<file path="config.mk">
export PLATFORM = sky130hd
export DESIGN_NAME = wash_cycle_ctrl
export DESIGN_NICKNAME = d
export VERILOG_FILES = /design/src/rtl/wcc_pkg.sv /design/src/rtl/wcc_setting_reg.sv /design/src/rtl/wcc_countdown.sv /design/src/rtl/wcc_fsm.sv /design/src/rtl/wcc_disp_sel.sv /design/src/rtl/wash_cycle_ctrl.sv
export SDC_FILE = /design/constraint.sdc
export NUM_CORES = 1
export LEC_CHECK = 0
export BUFFER_PORTS_ARGS = -buffer_cell sky130_fd_sc_hd__buf_4
export CAP_MARGIN = 20
export CORE_MARGIN = 2
export CORE_UTILIZATION = 56
export DETAILED_ROUTE_END_ITERATION = 12
export PLACE_DENSITY_LB_ADDON = 0.05
export SYNTH_ARGS = -nofsm -noshare
export SYNTH_HDL_FRONTEND = slang
export SYNTH_HIERARCHICAL = 1
export SYNTH_SLANG_ARGS = --single-unit
</file>
<file path="constraint.sdc">
create_clock -name clk -period 3.1 [get_ports clk]
set_input_delay 0.31 -clock clk [delete_from_list [all_inputs] [get_ports clk]]
set_output_delay 0.31 -clock clk [all_outputs]
set_load 0.02 [all_outputs]
</file>
<file path="src/rtl/wcc_pkg.sv">
package wcc_pkg;
    typedef enum logic [2:0] {
        ST_IDLE,
        ST_WASH,
        ST_RINSE,
        ST_DRY,
        ST_HOLD
    } wcc_state_e;

    localparam logic [2:0] MC_IDLE  = 3'b000;
    localparam logic [2:0] MC_WASH  = 3'b001;
    localparam logic [2:0] MC_RINSE = 3'b010;
    localparam logic [2:0] MC_DRY   = 3'b011;
    localparam logic [2:0] MC_HOLD  = 3'b100;

    localparam int DIG_W  = 4;
    localparam int N_DIG  = 4;
    localparam int TIME_W = DIG_W * N_DIG;
endpackage

</file>
<file path="src/rtl/wcc_setting_reg.sv">
module wcc_setting_reg
    import wcc_pkg::*;
(
    input  logic              clk,
    input  logic              rst_n,
    input  logic              capture,
    input  logic [2:0]        preset_mode,
    input  logic [TIME_W-1:0] preset_time,
    output logic [2:0]        set_mode,
    output logic [TIME_W-1:0] set_time
);
    // Settings survive a stop; only the chip reset clears them.
    always_ff @(posedge clk or negedge rst_n) begin
        if (!rst_n) begin
            set_mode <= MC_IDLE;
            set_time <= '0;
        end else if (capture) begin
            set_mode <= preset_mode;
            set_time <= preset_time;
        end
    end
endmodule

</file>
<file path="src/rtl/wcc_countdown.sv">
module wcc_countdown
    import wcc_pkg::*;
#(
    parameter int MAX_MIN = 30
) (
    input  logic              clk,
    input  logic              kill,
    input  logic              load,
    input  logic              dec,
    input  logic [TIME_W-1:0] preset,
    output logic [TIME_W-1:0] cnt,
    output logic              is_last
);
    localparam logic [DIG_W-1:0] MAX_TENS  = DIG_W'(MAX_MIN / 10);
    localparam logic [DIG_W-1:0] MAX_UNITS = DIG_W'(MAX_MIN % 10);
    localparam logic [6:0]       MAX_M7    = 7'(MAX_MIN);

    logic [6:0]        minutes;
    logic              secs_nz;
    logic              over;
    logic [TIME_W-1:0] clamped;
    logic [TIME_W-1:0] nxt;
    logic [N_DIG:0]    borrow;

    always_comb begin
        minutes = {3'b000, preset[4*DIG_W-1:3*DIG_W]} * 7'd10
                + {3'b000, preset[3*DIG_W-1:2*DIG_W]};
        secs_nz = preset[2*DIG_W-1:0] != '0;
        over    = (minutes > MAX_M7) || ((minutes == MAX_M7) && secs_nz);
        clamped = over ? {MAX_TENS, MAX_UNITS, {2*DIG_W{1'b0}}} : preset;
    end

    // Borrow chain: digit 1 (seconds tens) wraps to 5, the others to 9.
    assign borrow[0] = 1'b1;
    for (genvar g = 0; g < N_DIG; g++) begin : g_digit
        localparam logic [DIG_W-1:0] LIM = (g == 1) ? DIG_W'(5) : DIG_W'(9);
        logic [DIG_W-1:0] d;
        assign d = cnt[g*DIG_W +: DIG_W];
        assign nxt[g*DIG_W +: DIG_W] =
            !borrow[g]  ? d :
            (d == '0)   ? LIM : d - DIG_W'(1);
        assign borrow[g+1] = borrow[g] && (d == '0);
    end

    assign is_last = cnt == TIME_W'(1);

    always_ff @(posedge clk or posedge kill) begin
        if (kill) begin
            cnt <= '0;
        end else if (load) begin
            cnt <= clamped;
        end else if (dec) begin
            cnt <= nxt;
        end
    end
endmodule

</file>
<file path="src/rtl/wcc_fsm.sv">
module wcc_fsm
    import wcc_pkg::*;
(
    input  logic       clk,
    input  logic       kill,
    input  logic       tick,
    input  logic       start,
    input  logic       pause,
    input  logic [2:0] set_mode,
    input  logic       time_nz,
    input  logic       cnt_last,
    output logic       load,
    output logic       dec,
    output logic [2:0] func_oh,
    output logic [2:0] mode_code,
    output logic       done
);
    wcc_state_e state, nxt, resume_q;
    logic       running;
    logic       finish;

    function automatic wcc_state_e mode_to_state(input logic [2:0] m);
        case (m)
            MC_WASH:  return ST_WASH;
            MC_RINSE: return ST_RINSE;
            MC_DRY:   return ST_DRY;
            default:  return ST_IDLE;
        endcase
    endfunction

    assign running = (state == ST_WASH) || (state == ST_RINSE) || (state == ST_DRY);
    assign finish  = running && !pause && tick && cnt_last;

    always_comb begin
        nxt = state;
        unique case (state)
            ST_IDLE: begin
                if (start && time_nz) nxt = mode_to_state(set_mode);
            end
            ST_WASH, ST_RINSE, ST_DRY: begin
                if (pause)       nxt = ST_HOLD;
                else if (finish) nxt = ST_IDLE;
            end
            ST_HOLD: begin
                if (!pause) nxt = resume_q;
            end
            default: nxt = ST_IDLE;
        endcase
    end

    // State register with asynchronous stop/reset.
    always_ff @(posedge clk or posedge kill) begin
        if (kill) begin
            state    <= ST_IDLE;
            resume_q <= ST_IDLE;
            done     <= 1'b0;
        end else begin
            state <= nxt;
            done  <= finish;
            if (running) resume_q <= state;
        end
    end

    // Outputs decoded from the state.
    always_comb begin
        load      = 1'b0;
        dec       = 1'b0;
        func_oh   = 3'b000;
        mode_code = MC_IDLE;
        unique case (state)
            ST_IDLE: begin
                load = 1'b1;
            end
            ST_WASH: begin
                func_oh   = 3'b001;
                mode_code = MC_WASH;
                dec       = tick && !pause;
            end
            ST_RINSE: begin
                func_oh   = 3'b010;
                mode_code = MC_RINSE;
                dec       = tick && !pause;
            end
            ST_DRY: begin
                func_oh   = 3'b100;
                mode_code = MC_DRY;
                dec       = tick && !pause;
            end
            ST_HOLD: begin
                mode_code = MC_HOLD;
            end
            default: begin
                load = 1'b1;
            end
        endcase
    end
endmodule

</file>
<file path="src/rtl/wcc_disp_sel.sv">
module wcc_disp_sel
    import wcc_pkg::*;
(
    input  logic              show_live,
    input  logic [TIME_W-1:0] set_time,
    input  logic [2:0]        set_mode,
    input  logic [TIME_W-1:0] live_time,
    input  logic [2:0]        live_mode,
    output logic [TIME_W-1:0] disp_time,
    output logic [2:0]        disp_mode
);
    always_comb begin
        if (show_live) begin
            disp_time = live_time;
            disp_mode = live_mode;
        end else begin
            disp_time = set_time;
            disp_mode = set_mode;
        end
    end
endmodule

</file>
<file path="src/rtl/wash_cycle_ctrl.sv">
module wash_cycle_ctrl
    import wcc_pkg::*;
#(
    parameter int MAX_MIN = 30
) (
    input  logic        clk,
    input  logic        rst_n,
    input  logic        stop,
    input  logic        tick,
    input  logic        start,
    input  logic        pause,
    input  logic [2:0]  preset_mode,
    input  logic [15:0] preset_time,
    output logic [15:0] disp_time,
    output logic [2:0]  disp_mode,
    output logic [2:0]  func_oh,
    output logic        done
);
    logic              kill;
    logic              idle;
    logic              dec;
    logic              cnt_last;
    logic [2:0]        set_mode;
    logic [TIME_W-1:0] set_time;
    logic [TIME_W-1:0] cnt;
    logic [2:0]        live_mode;

    assign kill = stop || !rst_n;

    wcc_setting_reg i_set (
        .clk         (clk),
        .rst_n       (rst_n),
        .capture     (idle),
        .preset_mode (preset_mode),
        .preset_time (preset_time),
        .set_mode    (set_mode),
        .set_time    (set_time)
    );

    wcc_fsm i_fsm (
        .clk       (clk),
        .kill      (kill),
        .tick      (tick),
        .start     (start),
        .pause     (pause),
        .set_mode  (set_mode),
        .time_nz   (set_time != '0),
        .cnt_last  (cnt_last),
        .load      (idle),
        .dec       (dec),
        .func_oh   (func_oh),
        .mode_code (live_mode),
        .done      (done)
    );

    wcc_countdown #(.MAX_MIN(MAX_MIN)) i_cnt (
        .clk     (clk),
        .kill    (kill),
        .load    (idle),
        .dec     (dec),
        .preset  (set_time),
        .cnt     (cnt),
        .is_last (cnt_last)
    );

    wcc_disp_sel i_disp (
        .show_live (!idle),
        .set_time  (set_time),
        .set_mode  (set_mode),
        .live_time (cnt),
        .live_mode (live_mode),
        .disp_time (disp_time),
        .disp_mode (disp_mode)
    );
endmodule

</file>
[Word level (Yosys, flattened, before mapping)]
Index checks and enable logic that the tools add are counted.
Widths: inputs -> output; s select.
Storage, ports and cells
  flip-flop bits (word level): 42
  bits of input ports: 25
  output and inout port bits: 23
  logic and storage cells: 80
Operators by class
  add/sub/neg operators: 5
  multiply operators: 1
  order comparisons: 1
  eq/ne operators: 16
  mux-type cells: 21
  reductions and logical operators: 27
Operator list (count)
  $mux 16: 4
  $mux 4: 7
  $pmux 3 s3: 2
  $eq 16x1->1 const B: 1
  $logic_not 4->1: 4
  $reduce_bool 16->1: 1
  $sub 4x1->4 const B: 4
  $mux 3: 5
  $eq 3x2->1 const B: 4
  $pmux 3 s4: 1
  $ne 2x1->1 const B: 5
  $logic_and 1x1->1: 8
  $reduce_bool 8->1: 1
  $add 7x4->7: 1
  $eq 7x5->1 const B: 1
  $gt 7x5->1 const B: 1
  $eq 3x1->1 const B: 2
  $mul 4x3->6 const B: 1
  $pmux 2 s3: 1
  $reduce_and 2->1: 3
  $logic_or 1x1->1: 4
  $reduce_or 4->1: 1
  $eq 3x3->1 const B: 1
  $logic_not 3->1: 1
  other kinds (6): 7

[Logic depth before layout (Yosys ltp)]
Gate-level depths: netlist (run 1).
  depth in word-level cells: 9
  mapped depth: 9
  gate-level depth less buffers: 8

[By module]
The synthesis (run 1) kept the hierarchy.
By module, submodules not included
  wcc_countdown: times used 1, cells each 119, area an instance 1157.4 um2, sequential area each 400.4 um2
  wcc_setting_reg: times used 1, cells each 40, area an instance 758.2 um2, sequential area each 475.5 um2
  wcc_fsm: times used 1, cells each 45, area an instance 391.6 um2, sequential area each 175.2 um2
  wcc_disp_sel: times used 1, cells each 21, area an instance 282.8 um2, sequential area each 0.0 um2
  wash_cycle_ctrl: times used 1, cells each 7, area an instance 41.3 um2, sequential area each 0.0 um2

[Worst setup path before layout (run 1)]
Ideal clock, no wire load.
  path type: register to register
  start point: reg i_set.set_time[13]
  end point: reg i_cnt.cnt[13]
  setup time: 0.132 ns
  data arrival time: 2.372 ns
  required time: 2.968 ns
  path slack: 0.596 ns
  stages on the path, launching flop included: 9
  buffers on the path: 1
  period minus slack after synthesis: 2.504 ns
  path through: dfrtp_1 -> ha_1 -> ha_1 -> fa_1 -> xor2_1 -> or3_1 -> a311oi_4 -> buf_6 -> a22oi_1
Between the ends
  longest elaborated chain between the ends: 7
  elaborated cells between the ends (all ways): 8
  those cells by class: 1 x add/sub; 1 x mul; 1 x order compare; 1 x eq/ne; 2 x mux; 2 x reduce/logical
Ends and longest elaborated chain
  start: declaration: line wcc_setting_reg.sv:10  | output logic [TIME_W-1:0] set_time
  start signal: assignment: line wcc_setting_reg.sv:19  | set_time <= preset_time;
  branches (longest 5 deep; another with $add 7x4->7)
  $mux 16 (*): line wcc_countdown.sv:30  | clamped = over ? {MAX_TENS, MAX_UNITS, {2*DIG_W{1'b0}}} : preset;
  $mux 16 (*): line wcc_countdown.sv:50  | end else if (load) begin
  end signal: assignment: line wcc_countdown.sv:51  | cnt <= clamped;
  end signal: assignment: line wcc_countdown.sv:53  | cnt <= nxt;
  end: declaration: line wcc_countdown.sv:11  | output logic [TIME_W-1:0] cnt,
Mark *: on every way between the ends.
A chain may end at the register's enable or synchronous reset.

[Worst setup path after layout (run 1)]
  start point: reg i_set.set_time[13]
  end point: reg i_cnt.cnt[12]
Between the ends
  longest elaborated chain between the ends: 7
  elaborated cells between the ends (all ways): 8
  those cells by class: 1 x add/sub; 1 x mul; 1 x order compare; 1 x eq/ne; 2 x mux; 2 x reduce/logical
Ends and longest elaborated chain
  $mul 4x3->6 (*): line wcc_countdown.sv:26  | minutes = {3'b000, preset[4*DIG_W-1:3*DIG_W]} * 7'd10
  $add 7x4->7 (*): line wcc_countdown.sv:27  | + {3'b000, preset[3*DIG_W-1:2*DIG_W]};
  branches (longest 2 deep; another with $gt 7x5->1)
  $logic_or 1x1->1 (*): line wcc_countdown.sv:29  | over = (minutes > MAX_M7) || ((minutes == MAX_M7) && secs_nz);
  $mux 16 (*): line wcc_countdown.sv:30
  $mux 16 (*): line wcc_countdown.sv:50
Marked as above.

==> flow_summary_export.csv, run 1 <==
group,metric,value,unit
clock_network,cts_root_buf,"clkbuf_8",
pwr,switchingPower,1.65,mW
worst_setup_path,required,3.25,ns
grt,grt_usage,23.6,%
clock_network,clk_path_buf_depth,2,
route,antenna_left,0,
die,die_width,72.5,um
pwr,p_comb_share,64.0,%
placement,dp_hpwl,4.39,mm
route,drc,0,
route,viasPerCell,5.78,
worst_setup_path,timing_worst_setup_path_type,"register to register",
die,initial_core_util,59.2,%
sta,slew_violations,0,
sta,relSlewSlack,57.8,%
synthesis,ys_seq_area_share,39.9,%
sta,finalSetupViolCount,0,
worst_setup_path,worstSetupEndpointType,"register",
grt,grt_pass1_vias,1930,
synthesis,synth_edf_count,0,
final_layout,final_common_cell,"buf_4",
grt,grt_first_pass_wirelength,9.66,mm
sta,tightest_slew,0.632,ns
grt,overflow,0,
hold_path,min_path_type,"input port to async pin",
final_layout,num-fill-cells,366,
sta,max_freq,391,MHz
die,coreArea,4440,um^2
final_layout,n_antenna_cell,0,
placement,routabilityCongestion,0.871,
worst_setup_path,startpoint,"i_set/set_time[13]",
clock_network,clk_pin_slew,0.08,ns
worst_setup_path,reg2reg_slack,0.54,ns
sta,whs,0.106,ns
worst_setup_path,timing.rr.start,"i_set/set_time[13]",
synthesis,syn_inst,232,
synthesis,synth_ff_type,"dfrtp_1",
worst_setup_path,worstSetupStartpointType,"register",
placement,io_buffers,47,
route,vias,1961,
pwr,power_density,1240,nW/um^2
worst_setup_path,cpPeakStageDelay,0.48,ns
clock_network,clk_latency,0.29,ns
worst_setup_path,worstPathArrival,2.71,ns
synthesis,syn_nets,265,
clock_network,cts_htree_levels,2,
sta,tns,0,ns
synthesis,synth_area,2630,um^2
grt,antenna_found_initial,0,
worst_setup_path,path_cells,"ha_1 > ha_1 > fa_1 > or3_1 > a311oi_4 > buf_4 > a32oi_1",
worst_setup_path,slowest_stage,"fa_1",
clock_network,clock-sinks,42,
pwr,switching_share,42.6,%
worst_setup_path,crit_buf_inv,1,
final_layout,layout-drive-gt1-share,38.0,%
grt,grt_max_degree,22,
clock_network,post_cts_resized,0,
pwr,vdd_drop_max,0.735,mV
final_layout,nets,319,
synthesis,synth_warnings,6,
synthesis,synth_async_sr_flop_share,100,%
sta,fin_skew,0.00373,ns
final_layout,mostFrequentLayoutCells,"55 x buf_4, 42 x dfrtp_1, 20 x mux2_4",
route,wl,5.65,mm
synthesis,ys_seq_elements,42,
die,dieArea,5260,um^2
sta,finalCritPeriodShare,82.6,%
route,wire_per_inst,16.7,um
sta,hold_viol_final,0,
sta,rsz0062_at_grt,"false",
synthesis,avgSynthCellArea,11.3,um^2
clock_network,cts_made_buffers,5,
clock_network,tritoncts,"done",
synthesis,synth_cell_types,50,
worst_setup_path,cp_common_cell,"ha_1",
pwr,seqPwrFrac,26.5,%
job,drv_cap,0,
pwr,pwr-share-clk,9.4,%
final_layout,fin_util,70.3,%
final_layout,area_growth,18.7,%
pwr,p_leak,1.51,nW
route,dr.pass1.iters,4,
worst_setup_path,crit_path_max_fanout,10,
die,die_h,72.5,um
die,rows,24,
pwr,internal_power,2.23,mW
die,ios,48,
worst_setup_path,crit_family,"adder cells",
pwr,p_total,3.88,mW
sta,fin_crit,2.56,ns
status,status,"completed",
route,drt_iter0_drc,174,
==> cells in the mapped netlist (2+ instances only) <==
library cell,number,area share [%]
a21oi_1,6,1.1
a22o_1,6,2.0
buf_12,2,1.5
buf_2,2,0.38
buf_6,4,1.7
dfrtp_1,42,40
fa_1,2,1.5
ha_1,6,2.9
inv_1,15,2.1
mux2_2,18,7.7
mux2_4,20,11
mux2i_1,4,1.5
nand2_1,7,1.0
nand2b_1,2,0.48
nand3_1,4,0.76
nand3b_1,3,0.86
nand4_1,2,0.48
nor2_1,17,2.4
nor2b_1,5,1.2
nor3_1,2,0.38
nor3b_1,3,0.86
nor4_1,9,2.1
o21ai_0,6,1.1
o2bb2ai_1,6,2.0
o32ai_1,2,0.67
or2_2,2,0.48
or3_1,5,1.2
xnor2_1,6,2.0
xor2_1,3,1.0
==> what timing repair did <==
item | CTS | global route
hold buffers | 1 | 0
setup buffers | 0 | 0
endpoints found under the hold margin | 19 | 0
==> through the flow <==
step                      instance area, um^2  setup slack, ns  std cells
after floorplan                          2630            0.596        232
after global placement                   3020            0.592        330
final                                    3120            0.541        339
after detailed placement                 3020            0.539        330
after global routing                     3120            0.301        339
after CTS                                3120            0.530        339
==> flip-flops by register name, summed over array words and instances (netlist names) <==
name and flops:
i_cnt/cnt 16, i_fsm/done 1, i_fsm/resume_q 3, i_fsm/state 3
i_set/set_mode 3, i_set/set_time 16
==> layer usage <==
layer	GRT usage [%]	part of all wire, %	routed length (um)	up-vias
li1	-	-	-	954
met1	34.4	47	2660	947
met2	37.6	47	2670	58
met3	4.58	5.6	315	2
met4	3.09	0.21	12	0
met5	0	0	0	-
==> final timing paths <==
path | endpoint | cells after the start
max | i_cnt/cnt[12] | 7
min | i_fsm/done | 3
max reg2reg | i_cnt/cnt[12] | 7
min reg2reg | i_fsm/resume_q[0] | 2
max in group asynchronous | i_cnt/cnt[15] | 4
min in group clk | i_fsm/done | 2
==> worst reg2reg max path: stages, from the launching register on <==
cell      delay, ns
dfrtp_1        0.45
ha_1           0.32
ha_1           0.21
fa_1           0.48
or3_1          0.43
a311oi_4       0.23
buf_4          0.22
a32oi_1        0.09
==> area by class of cell <==
cell class,count,area [um^2],share of cell area (%)
well taps,52,65.1,2.08
clock buffers,6,82.6,2.64
repair buffers,56,423,13.5
clock inverters,2,12.5,0.401
multi-input cells,165,1430,45.8
flip-flops and latches,42,1050,33.7
inverters,16,60.1,1.92
==> power by group through the flow <==
stage | Sequential [mW] | Clock [mW] | Combinational (mW)
3_5_place_dp | 1.04 | 0 | 2.49
2_1_floorplan | 0.942 | 0 | 1.96
4_1_cts | 1.03 | 0.377 | 2.50
5_1_grt | 1.07 | 0.398 | 2.70
3_3_place_gp | 1.03 | 0 | 2.44
6_report | 1.03 | 0.366 | 2.48
==> logic make-up after synthesis <==
logic type                 Yosys count  synth area share [%]
xor gates and xnor gates             9                  3.00
adders and majority gates            8                  4.37
buffers and inverters               25                  6.04
and+or+nand+nor                     71                  15.3
AOI/OAI and AO/OA                   35                  10.7
muxes                               42                  20.6
DFF                                 42                  39.9
No activity file was read; power rests on OpenSTA's default activity.
==> run 2, diff against run 1 <==
--- a/config.mk
+++ b/config.mk
@@ -8,7 +8,7 @@
 export BUFFER_PORTS_ARGS = -buffer_cell sky130_fd_sc_hd__buf_4
 export CAP_MARGIN = 20
 export CORE_MARGIN = 2
-export CORE_UTILIZATION = 56
+export CORE_UTILIZATION = 50
 export DETAILED_ROUTE_END_ITERATION = 12
 export PLACE_DENSITY_LB_ADDON = 0.05
 export SYNTH_ARGS = -nofsm -noshare
==> constraint.sdc (replaced) <==
create_clock -name clk -period 2.3 [get_ports clk]
set_input_delay 0.23 -clock clk [delete_from_list [all_inputs] [get_ports clk]]
set_output_delay 0.23 -clock clk [all_outputs]
set_load 0.02 [all_outputs]
==> flow_summary_export.csv, run 2 (synthesis gave the netlist of run 1 again) <==
group,metric,value,unit
worst_setup_path,crit_cells,8,
final_layout,fin_util,66.4,%
sta,max_freq,425,MHz
die,die_width,76.5,um
clock_network,cts_root_buf,"clkbuf_8",
sta,fin_crit,2.35,ns
final_layout,final_area,3390,um^2
final_layout,area_growth,28.9,%
grt,grt_pass1_vias,2075,
route,dr.pass1.iters,4,
route,antenna_left,0,
worst_setup_path,worstSetupStartpointType,"register",
sta,finalCritPeriodShare,102,%
placement,io_buffers,47,
final_layout,nets,339,
final_layout,n_antenna_cell,0,
status,status,"finished with violations",
worst_setup_path,worstPathArrival,2.53,ns
sta,tightest_slew,0.630,ns
clock_network,clk_pin_slew,0.08,ns
worst_setup_path,endpoint,"i_cnt/cnt[13]",
route,wl,5.98,mm
grt,grt_max_degree,27,
status,violations,"negative setup slack",
grt,overflow,0,
final_layout,num-fill-cells,433,
route,drt_iter0_drc,124,
pwr,p_leak,1.62,nW
die,rows,26,
die,dieArea,5860,um^2
worst_setup_path,startpoint,"i_set/set_time[13]",
sta,relSlewSlack,57.9,%
final_layout,seq_area,1050,um^2
placement,dp_hpwl,4.49,mm
clock_network,clock-sinks,42,
final_layout,final_common_cell,"buf_4",
worst_setup_path,regToRegEndpoint,"i_cnt/cnt[13]",
placement,routabilityCongestion,0.796,
clock_network,clk_path_buf_depth,2,
pwr,power_density,1690,nW/um^2
worst_setup_path,crit_family,"adder cells",
worst_setup_path,reg2reg_depth,8,
sta,hold_viol_final,0,
worst_setup_path,crit_path_max_fanout,16,
route,drc,0,
sta,setup_slack,-0.0536,ns
die,initial_core_util,51.5,%
sta,finalSetupViolCount,16,
clock_network,cts_made_buffers,5,
sta,fin_skew,0.0112,ns
worst_setup_path,required,2.47,ns
grt,antenna_found_initial,0,
grt,grt_usage,21.5,%
route,wire_per_inst,15.9,um
route,vias,2026,
die,ios,48,
grt,grt_first_pass_wirelength,9.96,mm
die,coreArea,5110,um^2
worst_setup_path,worstSetupEndpointType,"register",
sta,slew_violations,0,
worst_setup_path,timing_worst_setup_path_type,"register to register",
sta,rsz0062_at_grt,"true",
final_layout,mostFrequentLayoutCells,"71 x buf_4, 42 x dfrtp_1, 20 x mux2_4",
pwr,vdd_drop_max,0.823,mV
worst_setup_path,reg2reg_slack,-0.05,ns
final_layout,reg_top3,"i_cnt/cnt x16, i_set/set_time x16",
job,drv_cap,0,
clock_network,cts_htree_levels,2,
final_layout,multi_input_area,1480,um^2
clock_network,clk_latency,0.29,ns
worst_setup_path,timing.rr.start,"i_set/set_time[13]",
clock_network,tritoncts,"done",
worst_setup_path,crit_buf_inv,1,
worst_setup_path,cpPeakStageDelay,0.38,ns
final_layout,layout-drive-gt1-share,45.0,%
placement,placed_cell_area,3210,um^2
worst_setup_path,slowest_stage,"dfrtp_1",
worst_setup_path,path_cells,"ha_1 > ha_2 > fa_2 > xor2_1 > or3_4 > a311oi_4 > buf_12 > a22oi_1",
pwr,p_total,5.75,mW
die,die_h,76.5,um
route,viasPerCell,5.37,
hold_path,min_path_type,"input port to async pin",
-- run 2: what timing repair did --
action / CTS / global route
buffers inserted: 0 / 2
endpoints found under the hold margin: 19 / 0
endpoints found under the setup margin: 16 / 35
pin swaps: 0 / 2
resized for setup: 0 / 8
hold buffers: 1 / 0
gates cloned: 0 / 1
-- run 2: worst min-delay path, stage by stage --
cell and delay, ns:
buf_4 0.11, nand2b_1 0.15, inv_1 0.24
-- run 2: per-layer routing --
metal	share of wire (%)	vias up	GRT usage, %
met3	3.9	5	4.86
met2	47	43	34.3
met4	0.47	0	4.91
li1	-	992	-
met1	48	986	29.9
met5	0	-	0
-- run 2: area by class of cell --
type / instances / area share [%]
clock buffers: 7 / 2.55
clock inverters: 1 / 0.148
inverters: 16 / 1.88
multi-input cells: 165 / 43.6
flip-flops and latches: 42 / 31.0
well taps: 70 / 2.58
repair buffers: 76 / 18.3
-- run 2: worst min path at each step --
| stage | to | depth (start not counted) |
|---|---|---|
| after floorplan | i_set/set_mode[0] | 0 |
| after global placement | i_set/set_mode[2] | 1 |
| after detailed placement | i_set/set_mode[2] | 1 |
| after CTS | i_fsm/state[1] | 3 |
| after global routing | i_fsm/resume_q[0] | 3 |
| final | i_fsm/state[1] | 3 |
-- run 2: power by group --
| group | internal, mW | switching [mW] |
|---|---|---|
| clock network | 0.242 | 0.246 |
| registers | 1.03 | 0.232 |
| logic | 2.13 | 1.87 |
| total | 3.40 | 2.35 |
-- run 2: through the flow --
stage	worst slack (ns)	setup TNS [ns]	hold slack, ns	cells
floorplan	-0.138	-1.15	-0.0656	232
global placement	-0.0358	-0.208	0.117	365
detailed placement	-0.0661	-0.744	0.120	365
CTS	-0.0832	-0.956	0.0359	374
global route	-0.155	-2.22	0.0568	377
finish	-0.0536	-0.579	0.0359	377
==> run 3, diff against run 2 <==
--- a/config.mk
+++ b/config.mk
@@ -5,10 +5,11 @@
 export SDC_FILE = /design/constraint.sdc
 export NUM_CORES = 1
 export LEC_CHECK = 0
+export ABC_AREA = 1
 export BUFFER_PORTS_ARGS = -buffer_cell sky130_fd_sc_hd__buf_4
 export CAP_MARGIN = 20
 export CORE_MARGIN = 2
-export CORE_UTILIZATION = 50
+export CORE_UTILIZATION = 51
 export DETAILED_ROUTE_END_ITERATION = 12
 export PLACE_DENSITY_LB_ADDON = 0.05
 export SYNTH_ARGS = -nofsm -noshare
==> flow_summary_export.csv, run 3 <==
group,metric,value,unit
status,status,"completed",
synthesis,synth_edf_count,0,
synthesis,synth_ff_type,"dfrtp_1",
clock_network,cts_root_buf,"clkbuf_8",
worst_setup_path,worstPathArrival,2.50,ns
die,die_width,79.4,um
worst_setup_path,startpoint,"i_set/set_time[13]",
route,vias,2876,
placement,io_buffers,47,
synthesis,yosysMostFrequentCell,"nand2_1",
synthesis,yosysTopAreaCell,"dfrtp_1",
synthesis,synth_commonest_cells,"177 x nand2_1, 45 x nor2_1, 42 x dfrtp_1",
die,ios,48,
die,rows,27,
route,dr.pass1.iters,5,
worst_setup_path,reg2reg_slack,0.01,ns
sta,slew_violations,0,
clock_network,clk_path_buf_depth,2,
die,initial_core_util,52.6,%
placement,routabilityCongestion,0.861,
sta,hold_viol_final,0,
worst_setup_path,crit_buf_inv,1,
worst_setup_path,timing_worst_setup_path_type,"register to register",
final_layout,n_antenna_cell,0,
final_layout,fin_util,64.2,%
final_layout,layout-drive-gt1-share,21.3,%
worst_setup_path,regToRegEndpoint,"i_cnt/cnt[10]",
die,dieArea,6300,um^2
worst_setup_path,slowest_stage,"fa_1",
sta,fin_crit,2.29,ns
final_layout,mostFrequentLayoutCells,"175 x nand2_1, 60 x buf_4, 44 x nor2_1",
worst_setup_path,worstSetupStartpointType,"register",
synthesis,avgSynthCellArea,6.87,um^2
synthesis,synth_cell_types,36,
sta,relSlewSlack,54.2,%
synthesis,synth_warnings,6,
route,wl,7.35,mm
sta,tightest_slew,0.686,ns
final_layout,nets,516,
worst_setup_path,endpoint,"i_cnt/cnt[10]",
sta,finalSetupViolCount,0,
route,drc,0,
clock_network,post_cts_buffers,0,
worst_setup_path,worstSetupEndpointType,"register",
grt,grt_pass1_vias,2673,
synthesis,syn_nets,455,
synthesis,synth_area_leaders,"dfrtp_1 36%, nand2_1 23%, nor2_1 5.8%",
final_layout,area_growth,21.9,%
synthesis,synth_area,2900,um^2
sta,max_freq,437,MHz
synthesis,syn_inst,422,
clock_network,clk_latency,0.29,ns
final_layout,reg_top3,"i_cnt/cnt x16, i_set/set_time x16",
worst_setup_path,crit_cells,11,
clock_network,clk_pin_slew,0.09,ns
grt,grt_max_degree,21,
placement,dp_hpwl,5.36,mm
placement,placed_cell_area,3340,um^2
worst_setup_path,path_cells,"ha_1 > ha_2 > fa_1 > nand2_1 > clkinv_2 > nand3_2 > nand2_2 > nand2_4 > nor2_4 > nand4_1 > a21oi_1",
clock_network,cts_made_buffers,5,
final_layout,final_common_cell,"nand2_1",
grt,grt_usage,25.5,%
worst_setup_path,timing.rr.start,"i_set/set_time[13]",
hold_path,min_path_type,"input port to register",
synthesis,synth_async_sr_flop_share,100,%
grt,overflow,0,
clock_network,cts_htree_levels,2,
final_layout,final_area,3530,um^2
sta,finalCritPeriodShare,99.5,%
grt,grt_first_pass_wirelength,12.6,mm
worst_setup_path,reg2reg_depth,11,
route,drt_iter0_drc,221,
route,wire_per_inst,13.2,um
sta,fin_skew,0.0121,ns
sta,rsz0062_at_grt,"true",
grt,antenna_found_initial,0,
worst_setup_path,crit_family,"adder cells",
clock_network,tritoncts,"done",
synthesis,ys_seq_area_share,36.3,%
synthesis,yosys.area.top_type_share,36.3,%
worst_setup_path,required,2.51,ns
worst_setup_path,cpPeakStageDelay,0.53,ns
clock_network,clock-sinks,42,
route,viasPerCell,5.17,
die,die_h,79.4,um
synthesis,ys_seq_elements,42,
sta,whs,0.127,ns
route,antenna_left,0,
job,drv_cap,0,
worst_setup_path,crit_path_max_fanout,8,
die,coreArea,5510,um^2
run 3: cell count changes after synthesis, sizes merged, moves of 5 or more:
cell and delta:
nor2 +32, mux2 -38, xnor2 -5, nor2b -5, nand2 +178, nand3 +15, a22o -6, nor3 +5
nor4 -8, or3 -5, nand4 +12, a21oi +14, o2bb2ai -6, inv +30
run 3: layer usage:
layer,vias up,global-route usage [%],routed length (um)
li1,1459,-,-
met1,1325,36.5,3460
met2,86,41.5,3510
met3,6,3.96,340
met4,0,4.66,35
met5,-,0,0
run 3: logic make-up after synthesis:
| family | after synthesis | share of synthesized area [%] |
|---|---|---|
| buffers and inverters | 56 | 10.2 |
| XOR/XNOR | 2 | 0.604 |
| AO/OA/AOI/OAI | 37 | 7.29 |
| AND/OR/NAND/NOR | 277 | 41.7 |
| adder cells (fa/ha/maj) | 8 | 3.97 |
| flip-flops | 42 | 36.3 |
run 3: worst min-delay path by stage:
stage                     start                 end  slack [ns]  depth (start not counted)
after floorplan           rst_n   i_set/set_mode[0]       -0.07                          0
after global placement    rst_n  i_set/set_time[11]        0.12                          1
after detailed placement  rst_n  i_set/set_time[11]        0.12                          1
after CTS                 pause          i_fsm/done        0.12                          2
after global routing      pause          i_fsm/done        0.12                          2
final                     pause          i_fsm/done        0.13                          2
run 3: through the flow:
step                      setup WS, ns  setup TNS, ns  std cells
after CTS                     -0.00564        -0.0211        556
after detailed placement       -0.0220        -0.0873        545
final                           0.0124              0        556
after global routing            -0.120          -1.20        556
after floorplan                 0.0752              0        422
after global placement          0.0384              0        545
run 3: area by class of cell:
| class | count | area [um^2] |
|---|---|---|
| Multi-Input combinational cell | 325 | 1610 |
| Sequential cell | 42 | 1050 |
| Clock inverter | 2 | 37.5 |
| Inverter | 46 | 181 |
| Fill cell | 537 | 1970 |
| Timing Repair Buffer | 63 | 490 |
| Tap cell | 72 | 90.1 |
| Clock buffer | 6 | 72.6 |
run 3: what timing repair did:
| action | in CTS | in global routing |
|---|---|---|
| endpoints found under the hold margin | 26 | 0 |
| setup endpoints to repair | 12 | 35 |
| resized for setup | 8 | 7 |
| pin swaps | 3 | 3 |
| hold buffers | 2 | 0 |
| gates cloned | 1 | 0 |
run 3: worst register-to-register path: stages (launching register included):
cell,delay [ns]
dfrtp_1,0.39
ha_1,0.30
ha_2,0.19
fa_1,0.53
nand2_1,0.07
clkinv_2,0.06
nand3_2,0.07
nand2_2,0.08
nand2_4,0.08
nor2_4,0.20
nand4_1,0.11
a21oi_1,0.14
Power of run 3 is not shown: default switching activity piles up to over one toggle a cycle in this logic, so the estimate is an artifact.
